--- src/rtl/opstk_pkg.sv ---
package opstk_pkg;

  // Mode codes as seen on mode_sel; both low codes mean hold.
  typedef enum logic [1:0] {
    MC_HOLD_A = 2'd0,
    MC_HOLD_B = 2'd1,
    MC_PUSH   = 2'd2,
    MC_POP    = 2'd3
  } mode_code_e;

  // Decoded column movement.
  typedef struct packed {
    logic sink;   // shift away from the head (push)
    logic rise;   // shift toward the head (pop)
  } col_move_t;

endpackage

--- src/rtl/opstk_ctl_decode.sv ---
module opstk_ctl_decode
  import opstk_pkg::*;
(
  input  logic [1:0] mode_sel,
  output col_move_t  move
);

  always_comb begin
    move = '0;
    unique case (mode_code_e'(mode_sel))
      MC_PUSH:   move.sink = 1'b1;
      MC_POP:    move.rise = 1'b1;
      MC_HOLD_A,
      MC_HOLD_B: move = '0;
      default:   move = '0;
    endcase
  end

endmodule

--- src/rtl/opstk_slot.sv ---
module opstk_slot
  import opstk_pkg::*;
#(
  parameter int WORD_W = 5
) (
  input  logic              clk,
  input  logic              rst_n,
  input  col_move_t         move,
  input  logic [WORD_W-1:0] from_above,
  input  logic [WORD_W-1:0] from_below,
  output logic [WORD_W-1:0] q
);

  logic [WORD_W-1:0] q_nxt;

  always_comb begin
    q_nxt = q;
    if (move.sink)      q_nxt = from_above;
    else if (move.rise) q_nxt = from_below;
  end

  always_ff @(posedge clk or negedge rst_n) begin
    if (!rst_n) q <= '0;
    else        q <= q_nxt;
  end

  // no movement keeps this slot unchanged
  p_slot_hold_r2: assert property (@(posedge clk) disable iff (!rst_n)
    (!move.sink && !move.rise) |=> $stable(q));

endmodule

--- src/rtl/opstk_shift_stack.sv ---
module opstk_shift_stack
  import opstk_pkg::*;
#(
  parameter int WORD_W = 5,
  parameter int DEPTH  = 4
) (
  input  logic              clk,
  input  logic              rst_n,
  input  logic [1:0]        mode_sel,
  input  logic [WORD_W-1:0] push_data,
  output logic [WORD_W-1:0] top_word
);

  localparam int LAST = DEPTH - 1;

  col_move_t move;
  logic [DEPTH-1:0][WORD_W-1:0] slot_q;
  logic [DEPTH-1:0][WORD_W-1:0] above_w;
  logic [DEPTH-1:0][WORD_W-1:0] below_w;

  opstk_ctl_decode u_dec (
    .mode_sel (mode_sel),
    .move     (move)
  );

  for (genvar i = 0; i < DEPTH; i++) begin : g_col
    if (i == 0) begin : g_head
      assign above_w[i] = push_data;
    end else begin : g_inner_up
      assign above_w[i] = slot_q[i-1];
    end
    if (i == LAST) begin : g_floor
      assign below_w[i] = '0;
    end else begin : g_inner_dn
      assign below_w[i] = slot_q[i+1];
    end

    opstk_slot #(.WORD_W(WORD_W)) u_slot (
      .clk        (clk),
      .rst_n      (rst_n),
      .move       (move),
      .from_above (above_w[i]),
      .from_below (below_w[i]),
      .q          (slot_q[i])
    );

    if (i < LAST) begin : g_chk
      // push moves each value one place deeper
      p_push_sink_r4: assert property (@(posedge clk) disable iff (!rst_n)
        (mode_sel == 2'd2) |=> (slot_q[i+1] == $past(slot_q[i])));
      // pop moves each value one place up
      p_pop_rise_r5: assert property (@(posedge clk) disable iff (!rst_n)
        (mode_sel == 2'd3) |=> (slot_q[i] == $past(slot_q[i+1])));
    end
  end

  assign top_word = slot_q[0];

  // reset holds the head at zero
  p_reset_clear_r1: assert property (@(posedge clk)
    !rst_n |-> (top_word == '0));

  // pushed word appears at the head
  p_push_head_r3: assert property (@(posedge clk) disable iff (!rst_n)
    (mode_sel == 2'd2) |=> (top_word == $past(push_data)));

  // bottom slot refilled with zero on pop
  p_pop_floor_r6: assert property (@(posedge clk) disable iff (!rst_n)
    (mode_sel == 2'd3) |=> (slot_q[LAST] == '0));

  // hold codes leave the head stable
  p_hold_head_r2: assert property (@(posedge clk) disable iff (!rst_n)
    (mode_sel[1] == 1'b0) |=> $stable(top_word));

  // decoder never asks for both directions
  p_dec_excl_r2: assert property (@(posedge clk) disable iff (!rst_n)
    $onehot0({move.sink, move.rise}));

endmodule

--- config.mk ---
export PLATFORM = sky130hd
export DESIGN_NAME = opstk_shift_stack
export DESIGN_NICKNAME = d
export VERILOG_FILES = /design/src/rtl/opstk_pkg.sv /design/src/rtl/opstk_ctl_decode.sv /design/src/rtl/opstk_slot.sv /design/src/rtl/opstk_shift_stack.sv
export SDC_FILE = /design/constraint.sdc
export NUM_CORES = 1
export LEC_CHECK = 0
export ABC_AREA = 1
export BUFFER_PORTS_ARGS = -buffer_cell sky130_fd_sc_hd__clkbuf_2
export CORE_ASPECT_RATIO = 1.25
export CORE_MARGIN = 1
export CORE_UTILIZATION = 50
export DETAILED_ROUTE_END_ITERATION = 8
export PLACE_DENSITY_LB_ADDON = 0.2
export SLEW_MARGIN = 20
export SYNTH_ARGS = -nofsm -noshare
export SYNTH_HDL_FRONTEND = slang
export SYNTH_SLANG_ARGS = --single-unit
--- constraint.sdc ---
create_clock -name clk -period 2.55 [get_ports clk]
set_clock_uncertainty 0.2 [all_clocks]
set_input_delay 0 -clock clk [delete_from_list [all_inputs] [get_ports clk]]
set_output_delay 0 -clock clk [all_outputs]
set_load 0.005 [all_outputs]
==> summary.md, run 1 <==
| Metric | Value |
|---|---|
| Run status | `finished with violations` |
| Failing checks | `negative hold slack` |
| Synth top cells by count | `nand2_1, inv_1, dfrtp_1` |
| Top cells by area, synth | `dfrtp_1, nand2_1, nand3_2` |
| Static Leakage | `about 0.7 nW` |
| P_sw | `0.207 mW` |
| Core ar. | `about 2000 µm²` |
| CTS tree | `done` |
| Clk slew on worst S/H paths | `0.11 ns` |
| Initial Util | `0.551` |
| CP arrival | `a little over 0.8 ns` |
| Peak supply drop | `around 0.34 mV` |
| CP Class | `reg2out` |
| Final GP Congestion | `approximately 0.75` |
| CP bufs+invs | `1` |
| Worst reg-to-reg path cell count | `4` |
| Combinational group share of total power | `0.214` |
| Most flop-heavy register | `g_col.u_slot.q` |
| I/O Pins | `14` |
| Max Transition Viols Final | `0` |
| Hold Crit Class | `in2async` |
| Max-cap check violation count | `0` |
| Number of vias per cell | `4.66` |
| Fmax | `969 MHz` |
| Most frequent cell after synthesis | `nand2_1` |
| Min cycle time layout | `~1.0 ns` |
| Synth warn | `0` |
| Worst Tran Pin Value | `~0.52 ns` |
| Syn avg cell area | `7.78 µm²` |
| Hold Slack | `-0.00898 ns` |
| Die X | `roughly 44 µm` |
| Top cell type's share of synthesized area | `0.443` |
| RSZ-0062 raised after global routing | `no` |
| Post-synth cell types | `14` |
| R2R Path End | `g_col[1].u_slot.q[0]` |
| Flop-to-flop setup slack | `1.56 ns` |
| Initial DRC Count | `19` |
| Fin worst setup slack | `1.52 ns` |
| Register area share after synthesis | `0.443` |
| DR vias | `862` |
| Synth Cell Area | `1130 µm²` |
| Worst path max stage delay | `between 0.4 and 0.5 ns` |
| Fraction of power spent switching nets | `0.307` |
| Crit-path cells | `clkbuf_2` |
| Core Util, Final | `0.593` |
| Number of global-route vias before repair | `759` |
| Sum of negative setup slack | `0 ns` |
| Clk_lat worst skew | `0.30 ns` |
| Total iterations of the first detailed-routing run | `4` |
| Sequential share of power | `0.562` |
| Setup-failing EPs final | `0` |
| Routed WL | `1950 µm` |
| Clock power share | `0.223` |
| Max reg flops | `20` |
| Async SR Flop Fraction | `1.00` |
| Nets | `166` |
| Tcrit/Tclk final | `0.405` |
| Antenna violations before repair | `0` |
| CTS Buf Count | `3` |
| DP Worst Slack | `1.38 ns` |
| First-pass GRT wire length | `3330 µm` |
| Clock Path Buffers | `2` |
| Internal | `0.468 mW` |
| CP required | `2.35 ns` |
| Post-Synthesis Cells | `145` |
| Setup bufs post-CTS | `0` |
| Port bufs | `13` |
| CP max-delay cell | `dfrtp_1` |
| DP Wirelength | `1280 µm` |
| ANT cells | `0` |
| Num rows | `18` |
| Post-synth EDFFs | `0` |
| Seq cells post-synth | `20` |
| CTS Root Buffer Type | `clkbuf_4` |
| DIE AREA | `2450 µm²` |
| Largest delay share family, worst path | `flip-flops` |
| Antenna-violating nets left | `0` |
| Syn Nets | `154` |
| H-tree levels | `1` |
| Fraction of layout cells with a size suffix above 1 | `0.245` |
| Post-synth top flop | `dfrtp_1` |
| Fill count | `195` |
| Worst Path Max Fanout | `3` |
| Crit end category | `output port` |
| R2r startpoint | `g_col[2].u_slot.q[0]` |
| Congestion Overflow GR | `0` |
| Final hold vios | `20` |
| PD cells | `556 nW/µm²` |
| Top Registers | `g_col.u_slot.q (20)` |
| Largest net degree at the start of global routing | `21` |
| Rel. slew slack | `0.656` |
| Synth-to-layout area growth | `7.65%` |
| Die height | `55.1 µm` |
| Top cell type by total area after synthesis | `dfrtp_1` |
| DRC viols | `0` |
| Clock sink count | `20` |
| Crit path launch type | `register` |
| Avg WL per Cell | `between 10 and 15 µm` |
| Gr usage total | `0.189` |
## layout make-up
cell class,instances,area (µm²),area share
sequential,20,500,0.412
multi-input combinational,86,423,0.348
timing repair buffer,19,125,0.103
inverter,27,106,0.0875
tap,30,37.5,0.0309
clock buffer,3,22.5,0.0185
## placed cells by master (no fill, tap or decap)
master / n
clkbuf_2: 13
clkbuf_4: 3
dfrtp_1: 20
dlygate4sd3_1: 6
inv_1: 25
inv_2: 1
inv_6: 1
nand2_1: 56
nand2_2: 10
nand3_1: 5
nand3_2: 10
o21ai_0: 2
o21ai_1: 3
## kinds of logic (layout without fill, tap and decap cells)
family	Yosys count	after routing	synth area share
AO/OA/AOI/OAI	5	5	0.0222
buffers and inverters	39	49	0.182
flip-flops	20	20	0.443
AND/OR/NAND/NOR	81	81	0.353
## routing by layer
layer	global-route usage	share of wire
met1	0.258	0.49
met2	0.301	0.47
met3	0.0195	0.025
met4	0.0909	0.017
met5	0	0
## metrics by stage
stage                     area (µm²)  cells  power (mW)
final                           1210    185       0.675
after global routing            1210    185       0.719
after CTS                       1210    185       0.680
after detailed placement        1130    176       0.524
after global placement          1130    176       0.520
after floorplan                 1130    145       0.503
## power groups by stage
| stage | logic [mW] | clock network [mW] | registers (mW) |
|---|---|---|---|
| after CTS | 0.146 | 0.155 | 0.380 |
| after global routing | 0.168 | 0.166 | 0.385 |
| after detailed placement | 0.139 | 0 | 0.386 |
| after floorplan | 0.124 | 0 | 0.380 |
| final | 0.145 | 0.151 | 0.380 |
| after global placement | 0.135 | 0 | 0.385 |
## worst max path at each step
stage | slack, ns | from | end | cells past startpoint
CTS | 1.51 | g_col[0].u_slot.q[1] | top_word[1] | 1
floorplan | 1.66 | g_col[1].u_slot.q[0] | g_col[0].u_slot.q[0] | 4
global route | 1.48 | g_col[0].u_slot.q[1] | top_word[1] | 1
detailed placement | 1.38 | mode_sel[1] | g_col[3].u_slot.q[2] | 4
global placement | 1.40 | mode_sel[1] | g_col[3].u_slot.q[2] | 4
finish | 1.52 | g_col[0].u_slot.q[2] | top_word[2] | 1
## what timing repair did
item / in CTS / in global routing
hold buffers: 6 / 0
endpoints found under the hold margin: 25 / 0
gates resized for setup: 0 / 0
endpoints found under the setup margin: 0 / 0
No activity file was read; power rests on OpenSTA's default activity.
==> inputs of run 2 (changes only) <==
ABC_AREA = 0   (was 1)
CORE_UTILIZATION = 48   (was 50)
clock period = 0.9 ns   (was 2.55 ns; I/O delays follow)
==> run 2 against run 1 <==
Net effect:
- register-to-register slack got worse by 1.6 ns
- design area is 7.8% lower
- sequential share of layout area rose by 3.5 points
- largest cell class unchanged
- critical endpoint is now top_word[4]
- critical path depth stayed put
- the run ends with negative hold slack, negative setup slack left
- final cell count fell by 32%
- synthesized cell count fell by 37%
- first-iteration DRC count decreased by 53%
- sequential power grew to 3.0 times the previous value
- global-route usage down 2.8 points
- die area fell by 14%
==> summary.md, run 2 <==
| Metric | Value |
|---|---|
| Synth warn | `0 (unchanged)` |
| Gr usage total | `0.161 (-0.0282)` |
| Die X | `41.4 µm (-7.0%)` |
| CTS Buf Count | `3 (unchanged)` |
| Post-synth EDFFs | `0 (unchanged)` |
| DR vias | `627 (-27%)` |
| Top Registers | `g_col.u_slot.q (20)` |
| R2r startpoint | `g_col[1].u_slot.q[4]` |
| Top cell type's share of synthesized area | `0.538 (+0.0949)` |
| I/O Pins | `14 (unchanged)` |
| Clk_lat worst skew | `0.30 ns (about the same)` |
| RSZ-0062 raised after global routing | `yes` |
| # hold bufs at CTS | `6 (unchanged)` |
| CP Class | `reg2out` |
| Placed Cells | `116 (-34%)` |
| Setup bufs post-CTS | `0 (unchanged)` |
| Max reg flops | `20 (unchanged)` |
| Fin worst setup slack | `-0.131 ns (-1.65 ns)` |
| Num rows | `17 (-1)` |
| Min cycle time layout | `1.03 ns` |
| Register area share after synthesis | `0.538 (+0.0949)` |
| GRT Max-Usage Layer | `met2` |
| Initial Util | `0.520 (-0.0304)` |
| Tot Pwr | `2.22 mW (+230%)` |
| Synth top cells by count | `dfrtp_1, a21oi_1, mux2i_1, nor2_1` |
| Crit path launch type | `register` |
| Total iterations of the first detailed-routing run | `4 (unchanged)` |
| PD cells | `1980 nW/µm² (+260%)` |
| ANT cells | `0 (unchanged)` |
| Core ar. | `1790 µm² (-13%)` |
| Syn Nets | `100 (-35%)` |
| Peak supply drop | `1.05 mV (+210%)` |
| Setup crit start | `g_col[0].u_slot.q[4]` |
| Number of global-route vias before repair | `575 (-24%)` |
| Final hold vios | `40 (+100%)` |
| Clock Path Buffers | `2 (unchanged)` |
| Most frequent cell after synthesis | `dfrtp_1` |
| Clock sink count | `20 (unchanged)` |
| Syn avg cell area | `10.2 µm² (+31%)` |
| GR Util met2 | `0.242 (-0.0593)` |
| DIE AREA | `2120 µm² (-14%)` |
| Crit end category | `output port` |
| Nets | `117 (-30%)` |
| Run status | `finished with violations` |
| CP arrival | `0.83 ns (about the same)` |
| Synth Cell Area | `930 µm² (-18%)` |
| Core Util, Final | `0.627 (+0.0340)` |
| Largest net degree at the start of global routing | `41 (+95%)` |
| Failing checks | `negative hold slack, negative setup slack` |
| Worst Tran Pin Value | `0.245 ns (-0.272 ns)` |
| H-tree levels | `1 (unchanged)` |
| Sum of negative setup slack | `-1.01 ns (-1.01 ns)` |
| Async SR Flop Fraction | `1.00 (unchanged)` |
| Setup-failing EPs final | `20 (+20)` |
| Antenna-violating nets left | `0 (unchanged)` |
| Max Transition Viols Final | `0 (unchanged)` |
| Congestion Overflow GR | `0 (unchanged)` |
| CTS Root Buffer Type | `clkbuf_4` |
| Seq cells post-synth | `20 (unchanged)` |
| Avg WL per Cell | `11.1 µm (+5.7%)` |
| Initial DRC Count | `9 (-10)` |
| CP required | `0.70 ns (-1.65 ns)` |
| Max-cap check violation count | `0 (unchanged)` |
| Post-synth top flop | `dfrtp_1` |
| Fill count | `160 (-18%)` |
| Top cells by area, synth | `dfrtp_1, mux2i_1, a21oi_1` |
| Hold Slack | `-0.106 ns (-0.0974 ns)` |
| Largest delay share family, worst path | `flip-flops` |
| Die height | `51.2 µm (-7.1%)` |
| CTS tree | `done` |
| Top cell type by total area after synthesis | `dfrtp_1` |
| Clk slew on worst S/H paths | `0.11 ns (about the same)` |
| Final GP Congestion | `0.626 (-16%)` |
| Crit-path cells | `clkbuf_2` |
| Commonest non-fill, non-tap cell in the layout | `dfrtp_1` |
| Post-Synthesis Cells | `91 (-37%)` |
| Post-synth cell types | `11 (-3)` |
| Hold Crit Class | `in2reg` |
| Most flop-heavy register | `g_col.u_slot.q` |
| First-pass GRT wire length | `2310 µm (-30%)` |
| Fmax | `970 MHz` |
| Routed WL | `1400 µm (-28%)` |
| DP Wirelength | `965 µm (-25%)` |
| Met3 Usage GRT | `0.0261 (+0.00661)` |
| DRC viols | `0 (unchanged)` |
| Synth-to-layout area growth | `20.5%` |
| Post-cts gate resize count | `0 (unchanged)` |
| CP max-delay cell | `dfrtp_1` |
| Fraction of layout cells with a size suffix above 1 | `0.196 (-0.0489)` |
| CP bufs+invs | `1 (unchanged)` |
| Worst Path Max Fanout | `3 (unchanged)` |
| Worst path max stage delay | `0.42 ns (about the same)` |
| Port bufs | `13 (unchanged)` |
| GR Util met1 | `0.217 (-0.0408)` |
| Tcrit/Tclk final | `1.15` |
| Commonest cells after routing, fill and taps aside | `dfrtp_1, mux2i_1, nor2_1, a21oi_1, clkbuf_2` |
| Final Non-Filler Cells | `126 (-32%)` |
| Rel. slew slack | `0.837 (+0.181)` |
| Antenna violations before repair | `0 (unchanged)` |
| Min-delay src | `mode_sel[0]` |
| Static Leakage | `0.537 nW (-22%)` |
| Number of vias per cell | `4.98 (+6.8%)` |
-- run 2: cell type report --
class,count,area [µm²],share of cell area
Clock inverter,1,30.0,0.0268
Sequential cell,20,500,0.447
Clock buffer,3,22.5,0.0201
Timing Repair Buffer,23,193,0.172
Multi-Input combinational cell,55,332,0.296
Tap cell,19,23.8,0.0212
Inverter,5,18.8,0.0168
-- run 2: report_power, final --
part	switching, mW	internal [mW]
Clock	0.268	0.450
Sequential	0.0980	1.04
Combinational	0.171	0.201
Total	0.537	1.69
-- run 2: through the flow --
step	worst slack, ns	instance area (µm²)
6_report	-0.131	1120
5_1_grt	-0.187	1120
4_1_cts	-0.153	1120
3_5_place_dp	-0.0510	1010
3_3_place_gp	-0.0164	1010
2_1_floorplan	0.00972	930
-- run 2: layer usage --
layer / vias up / routed length, µm
li1: 338 / -
met1: 274 / 698
met2: 11 / 634
met3: 4 / 42
met4: 0 / 28
met5: - / 0
-- run 2: worst paths after layout --
kind | end | slack (ns) | depth (start not counted)
worst min-delay path | g_col[3].u_slot.q[0] | -0.11 | 3
worst max register to register | g_col[2].u_slot.q[4] | -0.05 | 2
worst min register to register | g_col[3].u_slot.q[3] | 0.34 | 2
worst max-delay path | top_word[4] | -0.13 | 1
max in group asynchronous | g_col[1].u_slot.q[0] | 0.31 | 3
min in group asynchronous | g_col[2].u_slot.q[4] | -0.01 | 3
-- run 2: what timing repair did --
item / in CTS / in global routing
endpoints found under the setup margin: 20 / 20
hold endpoints to repair: 40 / 20
pin swaps: 15 / 3
-- run 2: logic make-up after synthesis --
family / Yosys count / synth area share
AOI/OAI and AO/OA: 20 / 0.114
buffers and inverters: 16 / 0.105
muxes: 15 / 0.162
and+or+nand+nor: 20 / 0.0808
DFF: 20 / 0.538
==> inputs of run 3 (changes only) <==
RECOVER_POWER = 100   (was default)
==> run 3 against run 2 <==
Net effect:
- highest routed layer unchanged
- clock power is essentially flat
- sequential share of layout area grew 0.10 points
- register-to-register slack is essentially flat
- combinational power is essentially flat
- largest cell class unchanged
- global-route usage is the same
- the flow still finishes with violations (negative hold slack, negative setup slack)
==> summary.md, run 3 (synthesis results as in run 2) <==
| Metric | Value |
|---|---|
| CTS Root Buffer Type | `clkbuf_4` |
| GR Util met2 | `0.242 (unchanged)` |
| Commonest non-fill, non-tap cell in the layout | `dfrtp_1` |
| Top Registers | `g_col.u_slot.q (20)` |
| Clk_lat worst skew | `0.30 ns (about the same)` |
| Worst hold path stage count | `3 (unchanged)` |
| CP Depth | `1 (unchanged)` |
| Core Util, Final | `0.625 (-0.00140)` |
| DP Wirelength | `965 µm (unchanged)` |
| Initial DRC Count | `9 (unchanged)` |
| Synth-to-layout area growth | `20.2%` |
| Max reg flops | `20 (unchanged)` |
| Clock sink count | `20 (unchanged)` |
| Clk slew on worst S/H paths | `0.11 ns (about the same)` |
| Crit-path cells | `clkbuf_2` |
| Clock Path Buffers | `2 (unchanged)` |
| DIE AREA | `2120 µm² (unchanged)` |
| Most flop-heavy register | `g_col.u_slot.q` |
| Tot Pwr | `2.22 mW (about the same)` |
| CP Class | `reg2out` |
| Final Non-Filler Cells | `126 (unchanged)` |
| Tcrit/Tclk final | `1.15 (unchanged)` |
| Largest delay share family, worst path | `flip-flops` |
| Die height | `51.2 µm (unchanged)` |
| Number of global-route vias before repair | `575 (unchanged)` |
| Num rows | `17 (unchanged)` |
| Rel. slew slack | `0.716 (-0.121)` |
| GRT Max-Usage Layer | `met2` |
| Failing checks | `negative hold slack, negative setup slack` |
| Gr usage total | `0.161 (unchanged)` |
| PD cells | `1990 nW/µm² (+0.15%)` |
| ANT cells | `0 (unchanged)` |
| RSZ-0062 raised after global routing | `yes` |
| Post-cts gate resize count | `0 (unchanged)` |
| Fin worst setup slack | `-0.131 ns (unchanged)` |
| # hold bufs at CTS | `6 (unchanged)` |
| Worst Tran Pin Value | `0.426 ns (+0.181 ns)` |
| Number of vias per cell | `4.98 (unchanged)` |
| CTS Buf Count | `3 (unchanged)` |
| Min cycle time layout | `1.03 ns (unchanged)` |
| Total iterations of the first detailed-routing run | `4 (unchanged)` |
| Avg WL per Cell | `11.1 µm (about the same)` |
| H-tree levels | `1 (unchanged)` |
| Worst reg-to-reg path cell count | `2 (unchanged)` |
| Flop-to-flop setup slack | `-0.05 ns (about the same)` |
| Worst Path Max Fanout | `3 (unchanged)` |
| Multi-input gate area | `332 µm² (unchanged)` |
| Congestion Overflow GR | `0 (unchanged)` |
| CP bufs+invs | `1 (unchanged)` |
| Port bufs | `13 (unchanged)` |
| Hold Slack | `-0.106 ns (unchanged)` |
| Placed Cells | `116 (unchanged)` |
| Nets | `117 (unchanged)` |
| DP Worst Slack | `-0.0510 ns (unchanged)` |
| Fmax | `970 MHz (unchanged)` |
| Initial Util | `0.520 (unchanged)` |
| Final hold vios | `20 (-50%)` |
| DR vias | `627 (unchanged)` |
| Storage element area | `500 µm² (unchanged)` |
| Crit path launch type | `register` |
| Commonest cells after routing, fill and taps aside | `dfrtp_1, mux2i_1, nor2_1, a21oi_1, clkbuf_2` |
| Crit end category | `output port` |
| CTS tree | `done` |
| First-pass GRT wire length | `2310 µm (unchanged)` |
| Antenna-violating nets left | `0 (unchanged)` |
| Peak supply drop | `1.05 mV (about the same)` |
| Routed WL | `1400 µm (about the same)` |
| Run status | `finished with violations` |
| CP arrival | `0.83 ns (about the same)` |
| Max Transition Viols Final | `0 (unchanged)` |
| Fill count | `161 (+0.63%)` |
| CP max-delay cell | `dfrtp_1` |
| Setup-failing EPs final | `20 (unchanged)` |
| Core ar. | `1790 µm² (unchanged)` |
| Static Leakage | `0.536 nW (-0.16%)` |
| Antenna violations before repair | `0 (unchanged)` |
| Worst path max stage delay | `0.42 ns (about the same)` |
| Die X | `41.4 µm (unchanged)` |
| Hold Crit Class | `in2reg` |
| Max-cap check violation count | `0 (unchanged)` |
| Met3 Usage GRT | `0.0261 (unchanged)` |
| Fraction of layout cells with a size suffix above 1 | `0.196 (unchanged)` |
| GR Util met1 | `0.217 (unchanged)` |
| Final GP Congestion | `0.626 (unchanged)` |
| CP required | `0.70 ns (about the same)` |
| DRC viols | `0 (unchanged)` |
| I/O Pins | `14 (unchanged)` |
| Largest net degree at the start of global routing | `41 (unchanged)` |
run 3: cell counts in the layout (fill, tap and decap cells not counted):
Identical to the previous run, type by type.
run 3: area by class of cell:
| cell class | instances | area share |
|---|---|---|
| multi-input combinational | 55 | 0.297 |
| timing repair buffer | 23 | 0.170 |
| inverter | 5 | 0.0168 |
| clock inverter | 1 | 0.0269 |
| sequential | 20 | 0.448 |
| tap | 19 | 0.0213 |
| clock buffer | 3 | 0.0202 |
run 3: timing repair:
item / CTS / global route
buffers inserted: 0 / 0
endpoints found under the setup margin: 20 / 20
pin swaps: 15 / 3
hold endpoints to repair: 40 / 20
run 3: worst paths after layout:
check,from,end
worst max-delay path,g_col[0].u_slot.q[4],top_word[4]
worst min-delay path,mode_sel[0],g_col[3].u_slot.q[0]
worst max register to register,g_col[1].u_slot.q[4],g_col[2].u_slot.q[4]
worst min register to register,g_col[3].u_slot.q[3],g_col[3].u_slot.q[3]
max in group asynchronous,rst_n,g_col[1].u_slot.q[0]
min in group asynchronous,rst_n,g_col[2].u_slot.q[4]
run 3: through the flow:
step | cell area [µm²] | setup TNS, ns
finish | 1120 | -1.01
global placement | 1010 | -0.0935
global route | 1120 | -2.00
floorplan | 930 | 0
detailed placement | 1010 | -0.336
CTS | 1120 | -1.21
run 3: layer usage:
layer  part of all wire  routed length (µm)
met5                  0                   0
met4              0.020                  28
met3              0.030                  42
met2               0.45                 634
met1               0.50                 698
run 3: power by group:
| group | leakage (nW) | total [mW] | switching (mW) | internal [mW] |
|---|---|---|---|---|
| clock | 0.0279 | 0.718 | 0.268 | 0.450 |
| sequential | 0.229 | 1.13 | 0.0980 | 1.04 |
| combinational | 0.279 | 0.370 | 0.171 | 0.199 |
| total | 0.536 | 2.22 | 0.537 | 1.68 |
